`src/rtl/bsr_pkg.sv`:
```
package bsr_pkg;

    typedef enum logic [1:0] {
        MODE_CORE  = 2'd0,
        MODE_LATCH = 2'd1,
        MODE_FLOAT = 2'd2
    } pin_mode_e;

    // High impedance wins over latch drive, which wins over core pass-through.
    function automatic pin_mode_e pick_mode(input logic ext, input logic clamp,
                                            input logic highz);
        if (highz)
            return MODE_FLOAT;
        else if (ext || clamp)
            return MODE_LATCH;
        else
            return MODE_CORE;
    endfunction

endpackage

```
`src/rtl/bsr_shift.sv`:
```
module bsr_shift #(
    parameter int NUM_IN  = 8,
    parameter int NUM_OUT = 8,
    parameter int LEN     = NUM_IN + 2 * NUM_OUT
) (
    input  logic               tck,
    input  logic               trst_n,
    input  logic               tdi,
    input  logic               cap_en,
    input  logic               shf_en,
    input  logic [NUM_IN-1:0]  pin_di,
    input  logic [NUM_OUT-1:0] core_do,
    input  logic [NUM_OUT-1:0] core_oe,
    output logic [LEN-1:0]     chain_q
);

    logic [LEN-1:0] cap_vec;

    // Input observe cells occupy the low end, next to tdo.
    for (genvar gi = 0; gi < NUM_IN; gi++) begin : g_in_cell
        assign cap_vec[gi] = pin_di[gi];
    end

    // Each output pin owns a data cell followed by an enable cell.
    for (genvar go = 0; go < NUM_OUT; go++) begin : g_out_cell
        assign cap_vec[NUM_IN + 2*go]     = core_do[go];
        assign cap_vec[NUM_IN + 2*go + 1] = core_oe[go];
    end

    always_ff @(posedge tck or negedge trst_n) begin
        if (!trst_n)
            chain_q <= '0;
        else if (cap_en)
            chain_q <= cap_vec;
        else if (shf_en)
            chain_q <= {tdi, chain_q[LEN-1:1]};
    end

endmodule

```
`src/rtl/bsr_update.sv`:
```
module bsr_update #(
    parameter int NUM_OUT = 8,
    localparam int UW     = 2 * NUM_OUT
) (
    input  logic               tck,
    input  logic               trst_n,
    input  logic               upd_en,
    input  logic [UW-1:0]      out_cells,
    output logic [NUM_OUT-1:0] lat_do,
    output logic [NUM_OUT-1:0] lat_oe
);

    logic [UW-1:0] upd_q;

    // Update stage loads on the falling test-clock edge.
    always_ff @(negedge tck or negedge trst_n) begin
        if (!trst_n)
            upd_q <= '0;
        else if (upd_en)
            upd_q <= out_cells;
    end

    for (genvar gk = 0; gk < NUM_OUT; gk++) begin : g_split
        assign lat_do[gk] = upd_q[2*gk];
        assign lat_oe[gk] = upd_q[2*gk + 1];
    end

endmodule

```
`src/rtl/bsr_pinmux.sv`:
```
module bsr_pinmux
    import bsr_pkg::*;
#(
    parameter int NUM_OUT = 8
) (
    input  logic               ins_extest,
    input  logic               ins_clamp,
    input  logic               ins_highz,
    input  logic [NUM_OUT-1:0] core_do,
    input  logic [NUM_OUT-1:0] core_oe,
    input  logic [NUM_OUT-1:0] lat_do,
    input  logic [NUM_OUT-1:0] lat_oe,
    output logic [NUM_OUT-1:0] pin_do,
    output logic [NUM_OUT-1:0] pin_oe
);

    pin_mode_e mode;

    always_comb begin
        mode = pick_mode(ins_extest, ins_clamp, ins_highz);
    end

    always_comb begin
        unique case (mode)
            MODE_LATCH: begin
                pin_do = lat_do;
                pin_oe = lat_oe;
            end
            MODE_FLOAT: begin
                pin_do = core_do;
                pin_oe = '0;
            end
            default: begin
                pin_do = core_do;
                pin_oe = core_oe;
            end
        endcase
    end

endmodule

```
`src/rtl/bsr_chain.sv`:
```
module bsr_chain #(
    parameter int NUM_IN  = 8,
    parameter int NUM_OUT = 8
) (
    input  logic               tck,
    input  logic               trst_n,
    input  logic               tdi,
    input  logic               capture_dr,
    input  logic               shift_dr,
    input  logic               update_dr,
    input  logic               ins_sample,
    input  logic               ins_extest,
    input  logic               ins_clamp,
    input  logic               ins_highz,
    input  logic [NUM_IN-1:0]  pin_di,
    input  logic [NUM_OUT-1:0] core_do,
    input  logic [NUM_OUT-1:0] core_oe,
    output logic [NUM_OUT-1:0] pin_do,
    output logic [NUM_OUT-1:0] pin_oe,
    output logic               tdo
);

    localparam int LEN = NUM_IN + 2 * NUM_OUT;

    logic               chain_sel;
    logic [LEN-1:0]     chain_q;
    logic [NUM_OUT-1:0] lat_do;
    logic [NUM_OUT-1:0] lat_oe;

    // The chain sits on the scan path only for sample/preload and external test.
    assign chain_sel = ins_sample | ins_extest;

    bsr_shift #(.NUM_IN(NUM_IN), .NUM_OUT(NUM_OUT), .LEN(LEN)) u_shift (
        .tck     (tck),
        .trst_n  (trst_n),
        .tdi     (tdi),
        .cap_en  (capture_dr & chain_sel),
        .shf_en  (shift_dr & chain_sel),
        .pin_di  (pin_di),
        .core_do (core_do),
        .core_oe (core_oe),
        .chain_q (chain_q)
    );

    bsr_update #(.NUM_OUT(NUM_OUT)) u_update (
        .tck       (tck),
        .trst_n    (trst_n),
        .upd_en    (update_dr & chain_sel),
        .out_cells (chain_q[LEN-1:NUM_IN]),
        .lat_do    (lat_do),
        .lat_oe    (lat_oe)
    );

    bsr_pinmux #(.NUM_OUT(NUM_OUT)) u_pinmux (
        .ins_extest (ins_extest),
        .ins_clamp  (ins_clamp),
        .ins_highz  (ins_highz),
        .core_do    (core_do),
        .core_oe    (core_oe),
        .lat_do     (lat_do),
        .lat_oe     (lat_oe),
        .pin_do     (pin_do),
        .pin_oe     (pin_oe)
    );

    assign tdo = chain_q[0];

endmodule

```
`config.mk`:
```
export PLATFORM = sky130hd
export DESIGN_NAME = bsr_chain
export DESIGN_NICKNAME = d
export VERILOG_FILES = /design/src/rtl/bsr_pkg.sv /design/src/rtl/bsr_shift.sv /design/src/rtl/bsr_update.sv /design/src/rtl/bsr_pinmux.sv /design/src/rtl/bsr_chain.sv
export SDC_FILE = /design/constraint.sdc
export NUM_CORES = 1
export LEC_CHECK = 0
export ABC_AREA = 1
export CORE_MARGIN = 1
export CORE_UTILIZATION = 45
export CTS_CLUSTER_SIZE = 40
export DETAILED_ROUTE_END_ITERATION = 10
export PLACE_DENSITY = 0.76
export SKIP_CTS_REPAIR_TIMING = 1
export SYNTH_ARGS = -nofsm -noshare
export SYNTH_HDL_FRONTEND = slang
export SYNTH_SLANG_ARGS = --single-unit
```
`constraint.sdc`:
```
create_clock -name tck -period 0.9 [get_ports tck]
set_input_delay 0.18 -clock tck [delete_from_list [all_inputs] [get_ports tck]]
set_output_delay 0.18 -clock tck [all_outputs]
set_load 0.1 [all_outputs]
```
# Word-level counts from Yosys, hierarchy flattened
# Cells that the tools add are included.
[classes]
n_eq_ne = 2
mux = 6
bitwise = 4
reduce_logical = 2
[ops]
columns = ["cell", "n"]
rows = [
  ["$mux W24", 2],
  ["$pmux W8 S2", 1],
  ["$mux W8", 1],
  ["$and A1 B1 Y1", 3],
  ["$eq A2 B1 Y1 const B", 1],
  ["$eq A2 B2 Y1 const B", 1],
  ["$mux W2", 1],
  ["$reduce_bool A2 Y1", 1],
  ["$logic_or A1 B1 Y1", 1],
  ["$mux W1", 1],
  ["$or A1 B1 Y1", 1],
]
[word_totals]
ff_bits = 40
input_bits = 34
output_inout_bits = 17
word_cells = 16

# Depth between registers and ports, before layout
[logic_depth]
depth_word = 5
mapped_depth = 7
depth_no_buf = 5

# Hierarchy
# Synthesis repeated with hierarchy kept, for this count alone.
[hier_totals]
hier_cells = 264
hier_area_um2 = 2090.8
[modules_own_cells]
columns = ["mod", "instances", "cells_each", "area_each_um2"]
rows = [
  ["bsr_shift", 1, 132, 1133.6],
  ["bsr_update", 1, 68, 644.4],
  ["bsr_pinmux", 1, 57, 284.0],
  ["bsr_chain", 1, 7, 28.8],
]

==> impl_metrics.tcl <==
set metrics [dict create \
    p_total_mw 7.919 \
    cts_tree "done" \
    netlist_instances 299 \
    worstSetupPathType "flop to output pin" \
    max-vdd-ir-drop_mv 1.444 \
    fin_tns_setup_ns -20.80 \
    area_growth_pct 103.1 \
    path_delay_family "flip-flops" \
    dr.pass1.iters 9 \
    finalClockSkew_ns 0.009286 \
    detailroute.via_count 3082 \
    required_ns 0.72 \
    hold_viol 22 \
    totalWireLength_mm 11.61 \
    grtUsageTotal_pct 27.46 \
    yosys-top-cells-area "dfrtp_1 28%, dfrtn_1 19%, nand2_1 15%" \
    cp-start-kind "flop" \
    rows 24 \
    synth_top_area_share_pct 28.22 \
    critical_path.slowest_cell "dfrtn_1" \
    cts_sinks 40 \
    numCtsBuffers 5 \
    status "finished with violations" \
    synth_area_um2 2128 \
    io_pins 51 \
    wl_per_cell_um 23.94 \
    power_density_nw_per_um2 1832 \
    clk_latency_ns 0.32 \
    antenna_cells 0 \
    io_buffers 50 \
    rsz0062_at_grt "yes" \
    synth_top_area_cell "dfrtp_1" \
    synth_area_per_cell_um2 7.118 \
    path_buf_inv 1 \
    ys_seq_area_share_pct 47.03 \
    cap_violations 0 \
    fin_ws_ns -0.9781 \
    hold_path.class "input port to async pin" \
    drive_above_1_share_pct 52.89 \
    core_um2 4444 \
    die_w_um 70.77 \
    ys_ff_latch 40 \
    cts-root-buf "clkbuf_8" \
    slowest_delay_ns 0.47 \
    ant_nets 0 \
    tightest_slew_ns 0.3928 \
    arrival_ns 1.70 \
    p_leak_nw 2.163 \
    gp_congestion 0.8406 \
    drcViolationCount 8 \
    grt_util_met3_pct 5.128 \
    antenna_found_initial 0 \
    ys_warn_count 0 \
    grt_pass1_wl_mm 10.71 \
    first_global_vias 2313 \
    syn_nets 333 \
    cts_buffer_depth 2 \
    hold_ws_ns -0.1702 \
    r2r_slack_ns -0.32 \
    fp.dieArea_um2 5008 \
    met1_usage_pct 33.12 \
    die_h_um 70.77 \
    globalRoute.busiestLayer "met2" \
    maxSlewHeadroom_pct 73.77 \
    crit_fanout 2 \
    nets 466 \
    overflow 0 \
    grt_max_degree 33 \
    cts.clk_slew.worst_paths_ns 0.10 \
    first_iter_violations 432 \
    path_cells "nor2_1 > a21oi_4 > buf_12" \
    drv_slew 0 \
    met2_usage_pct 49.79 \
    cp-end-kind "output pin" \
    avgViaCountPerCell 6.355 \
    violations "DRC, hold timing, setup timing" \
    htree_num_levels 2 \
    initial_core_util_pct 47.89 \
    yosysUniqueCellTypes 18 \
    place.detailed.hpwl_mm 4.302 \
    setup_violations 57 \
    fillers 72 \
]
synth_stat cells:
| cell type | instances |
|---|---|
| nand2_2 | 2 |
| inv_2 | 2 |
| buf_2 | 13 |
| dfrtp_1 | 24 |
| buf_4 | 2 |
| o21ai_2 | 1 |
| clkbuf_1 | 1 |
| dfrtn_1 | 16 |
| nor2_1 | 11 |
| nor2_4 | 1 |
| o21ai_0 | 12 |
| o21ai_1 | 5 |
| a21oi_1 | 8 |
| nand3_1 | 48 |
| o22ai_1 | 8 |
| nand2_1 | 87 |
| inv_1 | 57 |
| nand4_1 | 1 |
metrics by stage:
step / utilization [%] / std cells / setup slack [ns] / cell area, µm²
detailed placement: 80.21 / 441 / -1.058 / 3565
floorplan: - / 299 / -0.7305 / 2426
global placement: 80.21 / 441 / -1.006 / 3565
finish: 97.24 / 485 / -0.9781 / 4322
global route: 97.24 / 485 / -1.006 / 4322
CTS: 82.83 / 449 / -0.9981 / 3681
path summary, 6_finish.rpt:
kind                                      from             endpoint  depth (start not counted)
max in group asynchronous               trst_n  u_shift.chain_q[15]                          3
hold reg to reg              u_update.upd_q[4]    u_update.upd_q[4]                          2
setup reg to reg           u_shift.chain_q[14]    u_update.upd_q[6]                          2
setup / recovery            u_update.upd_q[14]            pin_do[7]                          3
hold / removal                          trst_n  u_shift.chain_q[16]                          2
min in group tck                      shift_dr   u_shift.chain_q[0]                          3
layer usage:
| layer | routed length (µm) | vias to the layer above |
|---|---|---|
| li1 | - | 1193 |
| met5 | 0 | - |
| met1 | 4022 | 1456 |
| met3 | 1173 | 104 |
| met2 | 5477 | 329 |
| met4 | 941 | 0 |
kinds of logic after synthesis:
kind of cell	after synthesis	share of synthesized area, %
compound gates	34	8.642
simple gates	150	29.98
buf+inv	75	14.34
flops	40	47.03
layout make-up:
class                      count  area (µm²)  share of cell area (%)
clock buffer                   5       68.82                   1.592
timing repair inverter         1       8.758                  0.2027
clock inverter                 3       47.55                   1.100
multi-input combinational    185        1325                   30.66
timing repair buffer         140        1555                   35.99
tap                           52       65.06                   1.506
inverter                      59       246.5                   5.704
sequential                    40        1005                   23.25
cells in the final DEF (no fill, tap or decap), types with 3 or more instances in the layout:
cell type,n
a21oi_4,8
buf_12,25
buf_4,58
buf_6,17
buf_8,5
clkbuf_8,5
clkdlybuf4s50_1,27
dfrtn_1,16
dfrtp_1,23
inv_1,28
inv_2,28
nand2_1,66
nand2_2,16
nand2_4,5
nand2_8,3
nand3_1,31
nand3_2,16
nor2_2,7
nor2_4,3
o21ai_1,7
o21ai_2,9
o22ai_4,8
power breakdown:
| part | leakage, nW | internal, mW | total [mW] | switching (mW) |
|---|---|---|---|---|
| registers | 0.487 | 2.14 | 2.45 | 0.310 |
| clock network | 0.0583 | 0.837 | 1.63 | 0.796 |
| logic | 1.62 | 1.66 | 3.84 | 2.18 |
| total | 2.16 | 4.63 | 7.92 | 3.28 |
state kept, by name, indices dropped and copies added (netlist names):
register         flops
u_update.upd_q      16
u_shift.chain_q     24
Power figures use the tool's default switching activity.
